--- config.mk ---
export PLATFORM = sky130hd
export DESIGN_NAME = page_timeout_mgr
export DESIGN_NICKNAME = d
export VERILOG_FILES = /design/src/rtl/pto_pkg.sv /design/src/rtl/pto_bank_tracker.sv /design/src/rtl/pto_rank_policy.sv /design/src/rtl/pto_close_arbiter.sv /design/src/rtl/page_timeout_mgr.sv
export SDC_FILE = /design/constraint.sdc
export NUM_CORES = 1
export LEC_CHECK = 0
export BUFFER_PORTS_ARGS = -buffer_cell sky130_fd_sc_hd__buf_4
export CORE_MARGIN = 2
export CORE_UTILIZATION = 40
export DETAILED_ROUTE_END_ITERATION = 8
export PLACE_DENSITY_LB_ADDON = 0.15
export SLEW_MARGIN = 20
export SYNTH_ARGS = -nofsm -noshare
export SYNTH_HDL_FRONTEND = slang
export SYNTH_SLANG_ARGS = --single-unit
--- constraint.sdc ---
create_clock -name clk_i -period 6.85 [get_ports clk_i]
set_input_delay 1.37 -clock clk_i [delete_from_list [all_inputs] [get_ports clk_i]]
set_output_delay 1.37 -clock clk_i [all_outputs]
set_load 0.005 [all_outputs]
--- src/rtl/pto_pkg.sv ---
package pto_pkg;
  typedef enum logic [1:0] {
    PWR_AWAKE  = 2'd0,
    PWR_ACT_PD = 2'd1,
    PWR_PRE_PD = 2'd2
  } pwr_e;

  function automatic int unsigned idx_w(int unsigned n);
    return (n > 1) ? $clog2(n) : 1;
  endfunction
endpackage

--- src/rtl/pto_bank_tracker.sv ---
module pto_bank_tracker #(
  parameter int unsigned CNT_W = 8
) (
  input  logic             clk_i,
  input  logic             rst_ni,
  input  logic             load_i,
  input  logic             clear_i,
  input  logic [CNT_W-1:0] timeout_i,
  output logic             open_o,
  output logic             expired_o
);
  logic             open_q;
  logic [CNT_W-1:0] cnt_q;

  always_ff @(posedge clk_i or negedge rst_ni) begin
    if (!rst_ni) begin
      open_q <= 1'b0;
      cnt_q  <= '0;
    end else if (clear_i) begin
      open_q <= 1'b0;
      cnt_q  <= '0;
    end else if (load_i) begin
      open_q <= 1'b1;
      cnt_q  <= timeout_i;
    end else if (open_q && cnt_q != '0) begin
      cnt_q <= cnt_q - 1'b1;
    end
  end

  assign open_o    = open_q;
  assign expired_o = open_q && (cnt_q == '0);
endmodule

--- src/rtl/pto_rank_policy.sv ---
module pto_rank_policy #(
  parameter int unsigned BANKS = 8
) (
  input  logic             clk_i,
  input  logic             rst_ni,
  input  logic [BANKS-1:0] open_i,
  input  logic [BANKS-1:0] exp_i,
  input  logic             pdown_i,
  input  logic             partial_en_i,
  output logic             wake_o,
  output pto_pkg::pwr_e    pwr_o
);
  logic any_open, any_exp, all_exp, wake_cond, wake_q;

  assign any_open  = |open_i;
  assign any_exp   = |exp_i;
  assign all_exp   = any_open && (exp_i == open_i);
  // full timeout always wakes; partial timeout only when opted in
  assign wake_cond = all_exp || (any_exp && partial_en_i);

  always_ff @(posedge clk_i or negedge rst_ni) begin
    if (!rst_ni) wake_q <= 1'b0;
    else         wake_q <= pdown_i && (wake_q || wake_cond);
  end

  assign wake_o = wake_q;

  always_comb begin
    if (!pdown_i)      pwr_o = pto_pkg::PWR_AWAKE;
    else if (any_open) pwr_o = pto_pkg::PWR_ACT_PD;
    else               pwr_o = pto_pkg::PWR_PRE_PD;
  end
endmodule

--- src/rtl/pto_close_arbiter.sv ---
module pto_close_arbiter #(
  parameter int unsigned IDX_W = 4,
  localparam int unsigned N    = 1 << IDX_W
) (
  input  logic             clk_i,
  input  logic             rst_ni,
  input  logic [N-1:0]     exp_i,
  input  logic [N-1:0]     elig_i,
  input  logic             rdy_i,
  output logic             vld_o,
  output logic [IDX_W-1:0] idx_o
);
  logic             hold_q;
  logic [IDX_W-1:0] hold_idx_q;
  logic             pick_vld;
  logic [IDX_W-1:0] pick_idx;

  always_comb begin
    pick_vld = 1'b0;
    pick_idx = '0;
    for (int i = N - 1; i >= 0; i--) begin
      if (elig_i[i]) begin
        pick_vld = 1'b1;
        pick_idx = IDX_W'(i);
      end
    end
  end

  // a shown request sticks while its page remains timed out
  always_comb begin
    if (hold_q && exp_i[hold_idx_q]) begin
      vld_o = 1'b1;
      idx_o = hold_idx_q;
    end else begin
      vld_o = pick_vld;
      idx_o = pick_idx;
    end
  end

  always_ff @(posedge clk_i or negedge rst_ni) begin
    if (!rst_ni) begin
      hold_q     <= 1'b0;
      hold_idx_q <= '0;
    end else begin
      hold_q     <= vld_o && !rdy_i;
      hold_idx_q <= idx_o;
    end
  end
endmodule

--- src/rtl/page_timeout_mgr.sv ---
module page_timeout_mgr #(
  parameter int unsigned  NUM_RANKS      = 2,
  parameter int unsigned  BANKS_PER_RANK = 8,
  parameter int unsigned  CNT_W          = 8,
  localparam int unsigned RANK_W         = pto_pkg::idx_w(NUM_RANKS),
  localparam int unsigned BANK_W         = pto_pkg::idx_w(BANKS_PER_RANK)
) (
  input  logic                 clk_i,
  input  logic                 rst_ni,
  input  logic                 open_vld_i,
  input  logic [RANK_W-1:0]    open_rank_i,
  input  logic [BANK_W-1:0]    open_bank_i,
  input  logic                 acc_vld_i,
  input  logic [RANK_W-1:0]    acc_rank_i,
  input  logic [BANK_W-1:0]    acc_bank_i,
  input  logic                 close_vld_i,
  input  logic [RANK_W-1:0]    close_rank_i,
  input  logic [BANK_W-1:0]    close_bank_i,
  input  logic [NUM_RANKS-1:0] pdown_i,
  input  logic                 timing_ok_i,
  input  logic                 partial_wake_en_i,
  input  logic [CNT_W-1:0]     timeout_val_i,
  output logic                 pre_vld_o,
  input  logic                 pre_rdy_i,
  output logic [RANK_W-1:0]    pre_rank_o,
  output logic [BANK_W-1:0]    pre_bank_o,
  output logic [NUM_RANKS-1:0] wake_o,
  output logic [NUM_RANKS-1:0] ppd_o,
  output logic [NUM_RANKS-1:0] apd_o
);
  localparam int unsigned IDX_W  = RANK_W + BANK_W;
  localparam int unsigned N_SLOT = 1 << IDX_W;
  localparam int unsigned N_TRK  = NUM_RANKS * BANKS_PER_RANK;

  logic [N_SLOT-1:0] open_vec, exp_vec, elig_vec;
  logic [IDX_W-1:0]  pre_idx;
  logic              pre_fire;

  assign pre_fire   = pre_vld_o && pre_rdy_i;
  assign pre_rank_o = pre_idx[IDX_W-1:BANK_W];
  assign pre_bank_o = pre_idx[BANK_W-1:0];

  for (genvar r = 0; r < NUM_RANKS; r++) begin : g_rank
    pto_pkg::pwr_e pwr;

    for (genvar b = 0; b < BANKS_PER_RANK; b++) begin : g_bank
      localparam int unsigned IDX = r * BANKS_PER_RANK + b;
      logic hit_open, hit_acc, hit_close, hit_fire;

      assign hit_open  = open_vld_i && open_rank_i == RANK_W'(r) && open_bank_i == BANK_W'(b);
      assign hit_acc   = acc_vld_i && acc_rank_i == RANK_W'(r) && acc_bank_i == BANK_W'(b);
      assign hit_close = close_vld_i && close_rank_i == RANK_W'(r) && close_bank_i == BANK_W'(b);
      assign hit_fire  = pre_fire && pre_idx == IDX_W'(IDX);

      pto_bank_tracker #(.CNT_W(CNT_W)) i_trk (
        .clk_i     (clk_i),
        .rst_ni    (rst_ni),
        .load_i    (hit_open || hit_acc),
        .clear_i   (hit_close || hit_fire),
        .timeout_i (timeout_val_i),
        .open_o    (open_vec[IDX]),
        .expired_o (exp_vec[IDX])
      );

      assign elig_vec[IDX] = exp_vec[IDX] && !pdown_i[r] && timing_ok_i;
    end

    pto_rank_policy #(.BANKS(BANKS_PER_RANK)) i_pol (
      .clk_i        (clk_i),
      .rst_ni       (rst_ni),
      .open_i       (open_vec[r*BANKS_PER_RANK +: BANKS_PER_RANK]),
      .exp_i        (exp_vec[r*BANKS_PER_RANK +: BANKS_PER_RANK]),
      .pdown_i      (pdown_i[r]),
      .partial_en_i (partial_wake_en_i),
      .wake_o       (wake_o[r]),
      .pwr_o        (pwr)
    );

    assign ppd_o[r] = (pwr == pto_pkg::PWR_PRE_PD);
    assign apd_o[r] = (pwr == pto_pkg::PWR_ACT_PD);
  end

  if (N_SLOT > N_TRK) begin : g_pad
    assign open_vec[N_SLOT-1:N_TRK] = '0;
    assign exp_vec[N_SLOT-1:N_TRK]  = '0;
    assign elig_vec[N_SLOT-1:N_TRK] = '0;
  end

  pto_close_arbiter #(.IDX_W(IDX_W)) i_arb (
    .clk_i  (clk_i),
    .rst_ni (rst_ni),
    .exp_i  (exp_vec),
    .elig_i (elig_vec),
    .rdy_i  (pre_rdy_i),
    .vld_o  (pre_vld_o),
    .idx_o  (pre_idx)
  );
endmodule

==> parameters.txt <==
Parameter                              Value

Outcome
  Status    completed

Critical path
  Sequence of cells on the critical path    nor4_1 -> nand4_1 -> o2111ai_1 -> a21oi_1 -> or3_1 -> o21ai_0 -> buf_4
  Cells on worst reg2reg path    8
  Crit path largest cell delay    600 ps
  Category of the most critical setup path    reg -> out
  Maximum net fanout on the critical path    11
  Critical path startpoint category    flip-flop
  Required time at the endpoint of the critical path    5480 ps
  Critical path endpoint category    output port
  Data arrival at the endpoint of the critical path    3570 ps
  Cell at the slowest stage of the critical path    sky130_fd_sc_hd__or3_1

Floorplan
  Height of the die    166 µm
  Standard-cell rows    59
  Boundary Pins    41
  Initial core utilization    40.5%
  Die boundary width    166 µm
  Core outline area    25,900 µm²
  Die Footprint    27,600 µm²

Timing
  Final hold vios    0
  Setup repair after global routing missed its margin    false
  Slew at the pin closest to its max-slew limit    969 ps
  Post-route clock skew    22.7 ps
  Worst relative slew slack    34.8%
  Max Slew Vio Count    0
  Period utilisation layout    72.2%
  Final setup TNS    0 ps
  Fmax    202 MHz
  Worst setup margin    1910 ps
  Count of final setup violators    0
  Min Tclk post-route    4940 ps

CTS
  TritonCTS clock tree    done
  Setup bufs post-CTS    0
  TritonCTS sink count    151
  Max clock buf depth    2
  Clk pin slew, worst setup/hold paths    70 ps
  CTS buffer count    17
  Number of levels the H-tree was split into    4
  Total of hold buffers inserted after clock tree synthesis    0
  Cell at the root of the clock tree    sky130_fd_sc_hd__clkbuf_16
  Clock latency at the later pin of the worst-skew pair    440 ps
  Post-cts gate resize count    0

Hold path
  Path type of the worst min-delay path    reg -> reg
  Depth of the worst hold-timing path    1

Finish
  Antenna cells    0
  Number of fill cells in the layout    2,603
  Area growth, synth to finish    11.3%
  Flip-flop and latch area    3780 µm²
  Fraction of layout instances using a drive strength above 1    9.85%
  Multi-input combinational cell area    6350 µm²
  # nets final    1,412

Global route
  Global-route wire length before repair    52,200 µm
  Initial antenna violation count    0
  Maximum number of pins on one net before global-route repair    93
  Gr usage total    24.0%
  Gr ovfl total    0
  Vias in the first global route    9,156

Logic synthesis
  Post-synthesis area per instance    7.85 µm²
  Yosys top cell by area    sky130_fd_sc_hd__dfrtp_1
  Number of instances in the synthesized netlist    1,337
  Post-synthesis register bit count    151
  Share of flip-flops with an asynchronous set or reset after synthesis    100%
  Number of enable-type register cells in the synthesized netlist    0
  Top cell type's share of synthesized area    36.0%
  Post-synthesis cell area    10,500 µm²
  Top cells by instance count after synthesis    sky130_fd_sc_hd__nand2_1 (258), sky130_fd_sc_hd__dfrtp_1 (151), sky130_fd_sc_hd__o21ai_0 (123)
  Dominant cell by count in the synthesized netlist    sky130_fd_sc_hd__nand2_1
  Count of distinct cell types in the synthesized netlist    74
  Total of warnings raised by yosys    0
  Post-Syn Nets    1,391
  Sequential element share of the synthesized area    36.0%
  Top area cells in the synthesized netlist    sky130_fd_sc_hd__dfrtp_1 (36%), sky130_fd_sc_hd__nand2_1 (9.2%), sky130_fd_sc_hd__o21ai_0 (5.9%), sky130_fd_sc_hd__a21oi_1 (5.2%), sky130_fd_sc_hd__xor2_1 (4.9%)
  Ys flop type    sky130_fd_sc_hd__dfrtp_1

Routing
  Drt pass-1 iters    5
  Iter 0 DRT Violations    786
  Total detailed-routing wirelength    33,100 µm
  Wire per inst    19.4 µm
  Via density per instance    5.68
  Overall via count from detail_route    9,696
  Final ANT Viol Nets    0
  DRC Markers    0

Placement
  Number of port buffers    40
  Hpwl dp    22,200 µm
  Pre-CTS setup slack    2190 ps
  Routability congestion estimate    0.909

Power
  Maximum vdd drop    196 µV
  Reported leakage power    4.85 nW
  Power density cells    395 nW/µm²

Job
  Count of max-cap constraint violations    0
==> final timing paths <==
kind / slack, ps / startpoint / endpoint
setup / recovery: 1910 / g_rank[1].g_bank[1].i_trk.cnt_q[3] / pre_bank_o[2]
hold / removal: 520 / g_rank[1].i_pol.wake_o / g_rank[1].i_pol.wake_o
setup reg to reg: 3050 / i_arb.hold_idx_q[2] / g_rank[0].g_bank[0].i_trk.cnt_q[2]
hold reg to reg: 520 / g_rank[1].i_pol.wake_o / g_rank[1].i_pol.wake_o
max in group asynchronous: 4470 / rst_ni / g_rank[0].g_bank[6].i_trk.open_o
min in group asynchronous: 1000 / rst_ni / g_rank[0].g_bank[7].i_trk.cnt_q[5]
==> area by class of cell <==
cell class,count,share of cell area [%]
clock buffer,17,3.64
timing repair buffer,56,3.63
multi-input combinational,1088,54.4
sequential,151,32.3
inverter,44,1.41
clock inverter,15,1.04
tap,335,3.59
==> per-stage QoR <==
stage	std cells	power, mW	hold WS (ps)	area (µm²)	utilization [%]
floorplan	1337	3.22	477	10500	-
global placement	1673	3.65	502	11100	42.9
detailed placement	1674	3.69	513	11100	42.9
CTS	1706	4.62	531	11700	45.0
global route	1706	5.04	559	11700	45.1
finish	1706	4.61	525	11700	45.1
==> per-layer routing <==
layer | wire, µm | vias to the layer above | track usage [%] | part of all wire (%)
met5 | 0 | - | 0 | 0
met4 | 742 | 0 | 6.77 | 2.2
met3 | 1390 | 39 | 3.55 | 4.2
met2 | 15200 | 242 | 38.1 | 46
met1 | 15800 | 4673 | 34.2 | 48
li1 | - | 4742 | - | -
==> layout by cell type, fill, tap and decap left out, types with 6 or more instances in the layout <==
master,instances
sky130_fd_sc_hd__inv_1,43
sky130_fd_sc_hd__o211ai_1,14
sky130_fd_sc_hd__o22ai_2,6
sky130_fd_sc_hd__nor2_1,102
sky130_fd_sc_hd__xnor2_1,41
sky130_fd_sc_hd__nand4_1,12
sky130_fd_sc_hd__clkbuf_16,17
sky130_fd_sc_hd__ha_1,24
sky130_fd_sc_hd__buf_4,55
sky130_fd_sc_hd__dfrtp_1,151
sky130_fd_sc_hd__nor4_1,27
sky130_fd_sc_hd__nand3b_1,6
sky130_fd_sc_hd__nor3b_1,15
sky130_fd_sc_hd__or3_1,21
sky130_fd_sc_hd__and3_1,9
sky130_fd_sc_hd__nand2_1,258
sky130_fd_sc_hd__xor2_1,59
sky130_fd_sc_hd__o21ai_0,123
sky130_fd_sc_hd__nor3_1,67
sky130_fd_sc_hd__nand3_1,37
sky130_fd_sc_hd__a21boi_1,6
sky130_fd_sc_hd__mux2i_1,6
sky130_fd_sc_hd__nand2b_1,17
sky130_fd_sc_hd__nor2b_1,10
sky130_fd_sc_hd__o22ai_1,14
sky130_fd_sc_hd__a21oi_1,110
==> kinds of logic (layout without fill, tap and decap cells) <==
logic type / after synthesis / count (layout) / synth area share (%)
AOI/OAI and AO/OA: 322 / 322 / 18.7
muxes: 6 / 6 / 0.572
buffers and inverters: 98 / 132 / 3.80
xor gates and xnor gates: 100 / 100 / 8.34
DFF: 151 / 151 / 36.0
adders and majority gates: 24 / 24 / 2.86
and+or+nand+nor: 636 / 636 / 29.8
==> flip-flops by register name, indices dropped and copies added (netlist names) <==
| name | flops |
|---|---|
| g_rank.g_bank.i_trk.cnt_q | 128 |
| g_rank.g_bank.i_trk.open_o | 16 |
| g_rank.i_pol.wake_o | 2 |
| i_arb.hold_idx_q | 4 |
| i_arb.hold_q | 1 |
==> power by group <==
group,leakage (nW),internal (mW),switching (mW)
Clock,0.258,0.471,0.435
Sequential,1.83,1.31,0.433
Combinational,2.76,0.879,1.08
Total,4.85,2.66,1.95
==> critical path, delay by kind of cell (launching register included) <==
family	cells	cell delay [ps]
flops	1	420
simple gates	3	1530
compound gates	3	990
buf+inv	1	190
Power figures use the tool's default switching activity.
